--- config.mk ---
export PLATFORM = sky130hd
export DESIGN_NAME = wiper_bank_top
export DESIGN_NICKNAME = d
export VERILOG_FILES = /design/src/rtl/wiper_pkg.sv /design/src/rtl/wb_front.sv /design/src/rtl/wb_shifter.sv /design/src/rtl/wb_bank.sv /design/src/rtl/wiper_bank_top.sv
export SDC_FILE = /design/constraint.sdc
export NUM_CORES = 1
export LEC_CHECK = 0
export BUFFER_PORTS_ARGS = -buffer_cell sky130_fd_sc_hd__buf_4
export CORE_ASPECT_RATIO = 0.7
export CORE_MARGIN = 4
export CORE_UTILIZATION = 50
export CTS_BUF_LIST = sky130_fd_sc_hd__clkbuf_4 sky130_fd_sc_hd__clkbuf_8
export DETAILED_ROUTE_END_ITERATION = 10
export GPL_TIMING_DRIVEN = 0
export MAX_ROUTING_LAYER = met4
export PLACE_DENSITY = 0.73
export REMOVE_ABC_BUFFERS = 1
export SLEW_MARGIN = 20
export SYNTH_ARGS = -nofsm -noshare
export SYNTH_HDL_FRONTEND = slang
export SYNTH_HIERARCHICAL = 1
export SYNTH_SLANG_ARGS = --single-unit
export TNS_END_PERCENT = 5
--- constraint.sdc ---
create_clock -name clk -period 3.3 [get_ports clk]
set_clock_uncertainty 0.15 [all_clocks]
set_input_delay 0.66 -clock clk [delete_from_list [all_inputs] [get_ports clk]]
set_output_delay 0.66 -clock clk [all_outputs]
set_load 0.02 [all_outputs]
--- src/rtl/wiper_pkg.sv ---
// Shared constants for the quad wiper register bank.
package wiper_pkg;
    localparam int DEF_NCH = 4;   // channel count
    localparam int DEF_CW  = 6;   // code width per channel

    // Midscale value for a code of the given width: only the top bit set.
    function automatic logic [31:0] midscale(input int cw);
        return 32'd1 << (cw - 1);
    endfunction
endpackage

--- src/rtl/wb_front.sv ---
// Serial front end: registers cs_n, sclk and sdi in the system clock domain
// and produces one-cycle pulses for serial clock edges and the select release.
// Assumes the serial lines are steady for at least two system clocks per phase.
module wb_front (
    input  logic clk,
    input  logic rst_n,
    input  logic cs_n,
    input  logic sclk,
    input  logic sdi,
    output logic sdi_s,
    output logic rise,
    output logic fall,
    output logic cs_rise,
    output logic cs_idle
);
    logic sclk_r, sclk_p, cs_r, cs_p;

    // Capture the serial lines and keep one cycle of history for edge detection.
    always_ff @(posedge clk) begin
        if (!rst_n) begin
            sclk_r <= 1'b0;
            sclk_p <= 1'b0;
            cs_r   <= 1'b1;
            cs_p   <= 1'b1;
            sdi_s  <= 1'b0;
        end else begin
            sclk_r <= sclk;
            sclk_p <= sclk_r;
            cs_r   <= cs_n;
            cs_p   <= cs_r;
            sdi_s  <= sdi;
        end
    end

    // Edge pulses; serial edges count only inside a select window.
    always_comb begin
        rise    = sclk_r & ~sclk_p & ~cs_r;
        fall    = ~sclk_r & sclk_p & ~cs_r;
        cs_rise = cs_r & ~cs_p;
        cs_idle = cs_r;
    end
endmodule

--- src/rtl/wb_shifter.sv ---
// Shift register, frame-length counter and chaining output.
// Shifts MSB first on each detected rising edge and updates sdo from the last
// stage on each detected falling edge. word_ok is high when a nonzero
// multiple of WW edges has been counted in the current window.
module wb_shifter #(
    parameter int WW = 8
) (
    input  logic          clk,
    input  logic          rst_n,
    input  logic          sdi_s,
    input  logic          rise,
    input  logic          fall,
    input  logic          cs_idle,
    output logic [WW-1:0] shreg,
    output logic          sdo,
    output logic          word_ok
);
    localparam int CNTW = (WW > 1) ? $clog2(WW) : 1;
    localparam logic [CNTW-1:0] LAST = CNTW'(WW - 1);

    logic [CNTW-1:0] cnt;
    logic            seen;

    // Shift register: takes a new bit on each rising serial edge.
    always_ff @(posedge clk) begin
        if (!rst_n)    shreg <= '0;
        else if (rise) shreg <= {shreg[WW-2:0], sdi_s};
    end

    // Edge counter modulo WW; cleared while the select is idle.
    always_ff @(posedge clk) begin
        if (!rst_n || cs_idle) begin
            cnt  <= '0;
            seen <= 1'b0;
        end else if (rise) begin
            cnt  <= (cnt == LAST) ? '0 : cnt + 1'b1;
            seen <= 1'b1;
        end
    end

    // Chaining output: presents the last stage after each falling edge.
    always_ff @(posedge clk) begin
        if (!rst_n)    sdo <= 1'b0;
        else if (fall) sdo <= shreg[WW-1];
    end

    // Frame is whole when at least one edge came and the count wrapped to zero.
    always_comb word_ok = seen && (cnt == '0);
endmodule

--- src/rtl/wb_bank.sv ---
// Per-channel holding registers. On a write strobe, the channel named by addr
// takes code. Reset presets all channels to midscale and overrides a write.
module wb_bank #(
    parameter int NCH = 4,
    parameter int CW  = 6,
    parameter int AW  = 2
) (
    input  logic              clk,
    input  logic              rst_n,
    input  logic              wr_stb,
    input  logic [AW-1:0]     addr,
    input  logic [CW-1:0]     code,
    output logic [NCH-1:0]    wr_en,
    output logic [NCH*CW-1:0] held
);
    localparam logic [CW-1:0] MID = CW'(wiper_pkg::midscale(CW));

    for (genvar i = 0; i < NCH; i++) begin : g_ch
        // Decode: this channel is enabled when the strobe names it.
        always_comb wr_en[i] = wr_stb && (addr == AW'(i));

        // Holding register for channel i.
        always_ff @(posedge clk) begin
            if (!rst_n)        held[i*CW +: CW] <= MID;
            else if (wr_en[i]) held[i*CW +: CW] <= code;
        end
    end
endmodule

--- src/rtl/wiper_bank_top.sv ---
// Top: serial front end, shifter and register bank. The shutdown mapping is
// applied to the outputs, so stored codes are untouched by shutdown.
module wiper_bank_top #(
    parameter int NCH = wiper_pkg::DEF_NCH,
    parameter int CW  = wiper_pkg::DEF_CW
) (
    input  logic              clk,
    input  logic              rst_n,
    input  logic              cs_n,
    input  logic              sclk,
    input  logic              sdi,
    input  logic              shdn_n,
    output logic              sdo,
    output logic [NCH*CW-1:0] tap_code,
    output logic [NCH-1:0]    shdn_flag
);
    localparam int AW = (NCH > 1) ? $clog2(NCH) : 1;
    localparam int WW = AW + CW;

    logic              sdi_s, rise, fall, cs_rise, cs_idle, word_ok, wr_stb;
    logic [WW-1:0]     shreg;
    logic [NCH-1:0]    wr_en;
    logic [NCH*CW-1:0] held;

    wb_front u_front (
        .clk(clk), .rst_n(rst_n), .cs_n(cs_n), .sclk(sclk), .sdi(sdi),
        .sdi_s(sdi_s), .rise(rise), .fall(fall), .cs_rise(cs_rise), .cs_idle(cs_idle)
    );

    wb_shifter #(.WW(WW)) u_shift (
        .clk(clk), .rst_n(rst_n), .sdi_s(sdi_s), .rise(rise), .fall(fall),
        .cs_idle(cs_idle), .shreg(shreg), .sdo(sdo), .word_ok(word_ok)
    );

    // Write strobe: select released after a whole number of words.
    always_comb wr_stb = cs_rise && word_ok;

    wb_bank #(.NCH(NCH), .CW(CW), .AW(AW)) u_bank (
        .clk(clk), .rst_n(rst_n), .wr_stb(wr_stb),
        .addr(shreg[WW-1 -: AW]), .code(shreg[CW-1:0]),
        .wr_en(wr_en), .held(held)
    );

    // Output mapping: shutdown parks the wiper at terminal B (code 0).
    always_comb begin
        tap_code  = shdn_n ? held : '0;
        shdn_flag = {NCH{~shdn_n}};
    end
endmodule

# Word level (Yosys, flattened, before mapping)
# Index checks and enable logic that the tools add are counted.
[word_totals] input_bits=6 out_inout_bits=29 regBits=42 word_cells=40
[op_classes] n_reduce_logical=10 mux=2 bitwise_logic=10 addsub=1 eq_ne=4
[ops] cell="$mux W24" n=1
[ops] cell="$logic_and A1 B1 Y1" n=6
[ops] cell="$and A1 B1 Y1" n=5
[ops] cell="$not A1 Y1" n=5
[ops] cell="$eq A2 B2 Y1 const B" n=2
[ops] cell="$add A3 B1 Y3 const B" n=1
[ops] cell="$eq A3 B3 Y1 const B" n=1
[ops] cell="$logic_not A3 Y1" n=1
[ops] cell="$mux W3" n=1
[ops] cell="$eq A2 B1 Y1 const B" n=1
[ops] cell="$logic_not A2 Y1" n=1
[ops] cell="$logic_not A1 Y1" n=1
[ops] cell="$logic_or A1 B1 Y1" n=1

# Depth between registers and ports, before layout
[depth] word_depth=4 depth_mapped=8 mapped_depth_nobuf=7

# Cells and area by module
# The synthesis kept the hierarchy.
[modules_own_cells] module="wb_bank" area_per_inst_um2=915.9 n_inst=1 cells_per_inst=92 seq_area_each_um2=480.5
[modules_own_cells] module="wb_shifter" area_per_inst_um2=545.5 n_inst=1 cells_per_inst=50 seq_area_each_um2=260.2
[modules_own_cells] module="wiper_bank_top" area_per_inst_um2=219.0 n_inst=1 cells_per_inst=31 seq_area_each_um2=0.0
[modules_own_cells] module="wb_front" area_per_inst_um2=152.6 n_inst=1 cells_per_inst=13 seq_area_each_um2=100.1

# Worst setup path before layout
# OpenSTA, ideal clock, no wires.
[synth_timing] kind="input to output" from="in shdn_n" to="out shdn_flag[1]" t_required_ns=2.490 setup_slack_ns=1.358 path_buffers=2 cell_stages=3 arrival_ns=1.132 path_cell_list="buf_6 > inv_1 > buf_4"
[synth_via] elab_chain_len=1
[synth_rtl] item="start, declared" line_no="wiper_bank_top.sv:12" source="input logic shdn_n,"
[synth_rtl] item="$not A1 Y1" line_no="wiper_bank_top.sv:47" source="shdn_flag = {NCH{~shdn_n}};"
[synth_rtl] item="end, declared" line_no="wiper_bank_top.sv:15" source="output logic [NCH-1:0] shdn_flag"
# Every way passes these cells.

# Worst setup path in the final report
[layout_timing] from="in shdn_n" to="out tap_code[21]"
[layout_via] elab_chain_len=1
[layout_rtl] item="$mux W24" line_no="wiper_bank_top.sv:46" source="tap_code = shdn_n ? held : '0;"
[layout_rtl] item="end, declared" line_no="wiper_bank_top.sv:14" source="output logic [NCH*CW-1:0] tap_code,"
# Every way passes these cells.

==> reports/qor_table.md <==
| Parameter | Reported | Unit |
|:---|:---|:---|
| Number of cells on the worst reg-to-reg path | 7 | - |
| Detailed-route DRC error count | 0 | - |
| Grt ovf | 0 | - |
| Vertical die dimension | 58.5 | microns |
| Outcome | finished clean | - |
| Unrepaired setup endpoints after global routing | no | - |
| Cts-stage hold buffer count | 0 | - |
| Peak fanout along the critical path | 25 | - |
| Cell type with the highest occurrence count on the critical path | sky130_fd_sc_hd__buf_4 | - |
| Hold/Removal Path Class | reg2reg | - |
| Final min period | 1.99 | ns |
| Final weighted congestion of routability-driven global placement | 0.748 | - |
| Overall power of the completed layout | 0.000958 | W |
| Cell count after synthesis | 183 | - |
| DPL Wire Length | 2400 | microns |
| Post-cts sizing count | 0 | - |
| Die footprint | 4690 | sq um |
| Cell Pwr Density | 439 | nW/um^2 |
| Largest net degree at the start of global routing | 46 | - |
| Final setup violating endpoints | 0 | - |
| Area overhead of the layout relative to synthesis | 19.8 | % |
| Cell chain of the critical path | buf_4 > and2_2 > buf_4 | - |
| Largest delay contributor family on the critical path | buffers and inverters | - |
| I/O pin cnt | 35 | - |
| Core outline area | 3510 | sq um |
| End of the critical path | tap_code[21] | - |
| Buf/Inv on CP | 2 | - |
| Total routing resource utilization after global routing | 0.158 | - |
| Routed len/inst | 12.9 | microns |
| Number of cell rows | 18 | - |
| Stages on the worst setup path | 3 | - |
| Clock edge transition at the registers on the reported setup and hold paths | 0.09 | ns |
| Count of buffers added by post-CTS timing repair for setup | 0 | - |
| TritonCTS buffer count | 5 | - |
| Port buffer count | 34 | - |
| Root buf cell | sky130_fd_sc_hd__clkbuf_8 | - |
| Width of the chip | 80.1 | microns |
| Launching element type of the critical path | primary input | - |
| Cell area after technology mapping | 1820 | sq um |
| Post-route fraction of the period consumed by the critical path | 0.604 | - |
| R2r endpoint | u_bank/held[5] | - |
| Number of filler cells placed in the layout | 318 | - |
| Initial cell density of the core | 0.519 | - |
| Start point of the critical path | shdn_n | - |
| Count of clock tree sinks | 42 | - |
| Final Slew Violations | 0 | - |
| Worst-skew pair later-pin latency | 0.28 | ns |
| Reg2reg setup slack | 1.37 | ns |
| Critical path data required time | 2.49 | ns |
| First DRT Iteration DRCs | 44 | - |
| Detailed-route vias per instance | 4.77 | - |
| Post-synthesis average cell area | 9.95 | sq um |
| Initial DRT Pass Iterations | 4 | - |
| Ant. Diodes | 0 | - |
| Final instance area | 2180 | sq um |
| Number of placed cells counting well taps | 255 | - |
| Slowest cell on the critical path | sky130_fd_sc_hd__and2_2 | - |
| Kind of critical path | in2out | - |
| H-Tree Depth | 2 | - |
| Total negative slack for setup checks | 0 | ns |
| Worst slew margin relative to its limit | 0.644 | - |
| Non-filler cells in the finished layout | 263 | - |
| Maximum number of buffers from clock root to sink | 2 | - |
| Total number of vias | 1,254 | - |
| Yosys warns | 6 | - |
| Largest stage delay, worst path | 0.19 | ns |
| Reg2Reg Launch Point | u_shift/cnt[0] | - |
| Arrival time of data at the critical path endpoint | 1.18 | ns |
| Area after detailed placement | 2070 | sq um |
| Maximum clock frequency | 502 | MHz |
| Worst-margin pin slew | 0.532 | ns |
| Final WL | 3380 | microns |
| First-pass GRT wire length | 5560 | microns |
| Final nets | 221 | - |
| Post-route antenna net violation count | 0 | - |
| Worst IR drop on VDD | 0.281 | mV |
| Lkg Pwr | 1.01 | nW |
| CP Capture Type | primary output | - |
| Number of global-route vias before repair | 1,230 | - |
| Initial antenna violation count | 0 | - |
| Clock tree from TritonCTS | done | - |
| Proportion of layout cells with a drive suffix above 1 | 0.268 | - |
| Maxcap violations | 0 | - |
| Count of final hold-check violations | 0 | - |
## worst min-delay path, delay by kind of cell (launching register included)
family / cells / cell delay (ns)
flops: 1 / 0.31
mux: 1 / 0.06
simple gates: 1 / 0.05
## cells in the final DEF (no fill, tap or decap)
cell	instances
sky130_fd_sc_hd__nor3b_1	1
sky130_fd_sc_hd__and3b_1	1
sky130_fd_sc_hd__nand2_1	25
sky130_fd_sc_hd__nand2b_1	5
sky130_fd_sc_hd__and2_2	11
sky130_fd_sc_hd__nand3b_1	3
sky130_fd_sc_hd__a21oi_1	1
sky130_fd_sc_hd__nor2_1	3
sky130_fd_sc_hd__dfxtp_1	42
sky130_fd_sc_hd__or3b_1	2
sky130_fd_sc_hd__buf_6	1
sky130_fd_sc_hd__a21oi_2	1
sky130_fd_sc_hd__nand3_1	1
sky130_fd_sc_hd__clkinv_2	1
sky130_fd_sc_hd__nor2b_1	15
sky130_fd_sc_hd__mux2i_1	34
sky130_fd_sc_hd__bufinv_16	1
sky130_fd_sc_hd__buf_4	34
sky130_fd_sc_hd__and2_1	17
sky130_fd_sc_hd__inv_2	1
sky130_fd_sc_hd__inv_6	1
sky130_fd_sc_hd__inv_1	3
sky130_fd_sc_hd__ha_1	3
sky130_fd_sc_hd__clkbuf_8	5
sky130_fd_sc_hd__nor3b_2	1
## where the power goes
group / internal, W / total [W] / leakage, nW / switching [W]
clock network: 0.000227 / 0.000403 / 0.0585 / 0.000176
registers: 0.000510 / 0.000512 / 0.340 / 0.00000202
logic: 0.0000190 / 0.0000434 / 0.612 / 0.0000244
total: 0.000755 / 0.000958 / 1.01 / 0.000203
## registers in the layout, summed over array words and instances, names as in the netlist
register	cells
u_shift/shreg	8
u_front/sclk_p	1
u_shift/sdo	1
u_front/cs_p	1
u_bank/held	24
u_front/sdi_s	1
u_front/cs_idle	1
u_shift/seen	1
u_front/sclk_r	1
u_shift/cnt	3
## per-layer routing
layer / vias to the layer above / GRT usage / part of all wire
li1: 642 / - / -
met1: 584 / 0.197 / 0.49
met2: 26 / 0.258 / 0.46
met3: 2 / 0.0474 / 0.054
met4: 0 / 0.0289 / 0.0035
met5: - / - / 0
## through the flow
stage	hold WS [ns]	utilization	setup slack (ns)
after floorplan	0.283	-	0.996
after detailed placement	0.305	0.589	1.30
after global placement	0.293	0.584	0.676
final	0.315	0.621	1.31
after global routing	0.341	0.621	1.25
after CTS	0.318	0.621	1.30
## worst min-delay path by stage
stage	start	cells after the start	slack (ns)	end
after floorplan	u_shift/seen	2	0.28	u_shift/seen
after global placement	u_bank/held[4]	2	0.29	u_bank/held[4]
after detailed placement	u_bank/held[15]	2	0.30	u_bank/held[15]
after CTS	u_bank/held[14]	2	0.32	u_bank/held[14]
after global routing	u_bank/held[3]	2	0.34	u_bank/held[3]
final	u_bank/held[3]	2	0.32	u_bank/held[3]
## layout make-up
cell class                      count  area [sq um]  share of cell area
Multi-Input combinational cell    124           885               0.405
Clock buffer                        5          68.8              0.0315
Clock inverter                      3          43.8              0.0201
Inverter                            4          15.0             0.00688
Tap cell                           50          62.6              0.0287
Sequential cell                    42           841               0.385
Timing Repair Buffer               35           267               0.122
(Power assumes the default switching activity.)
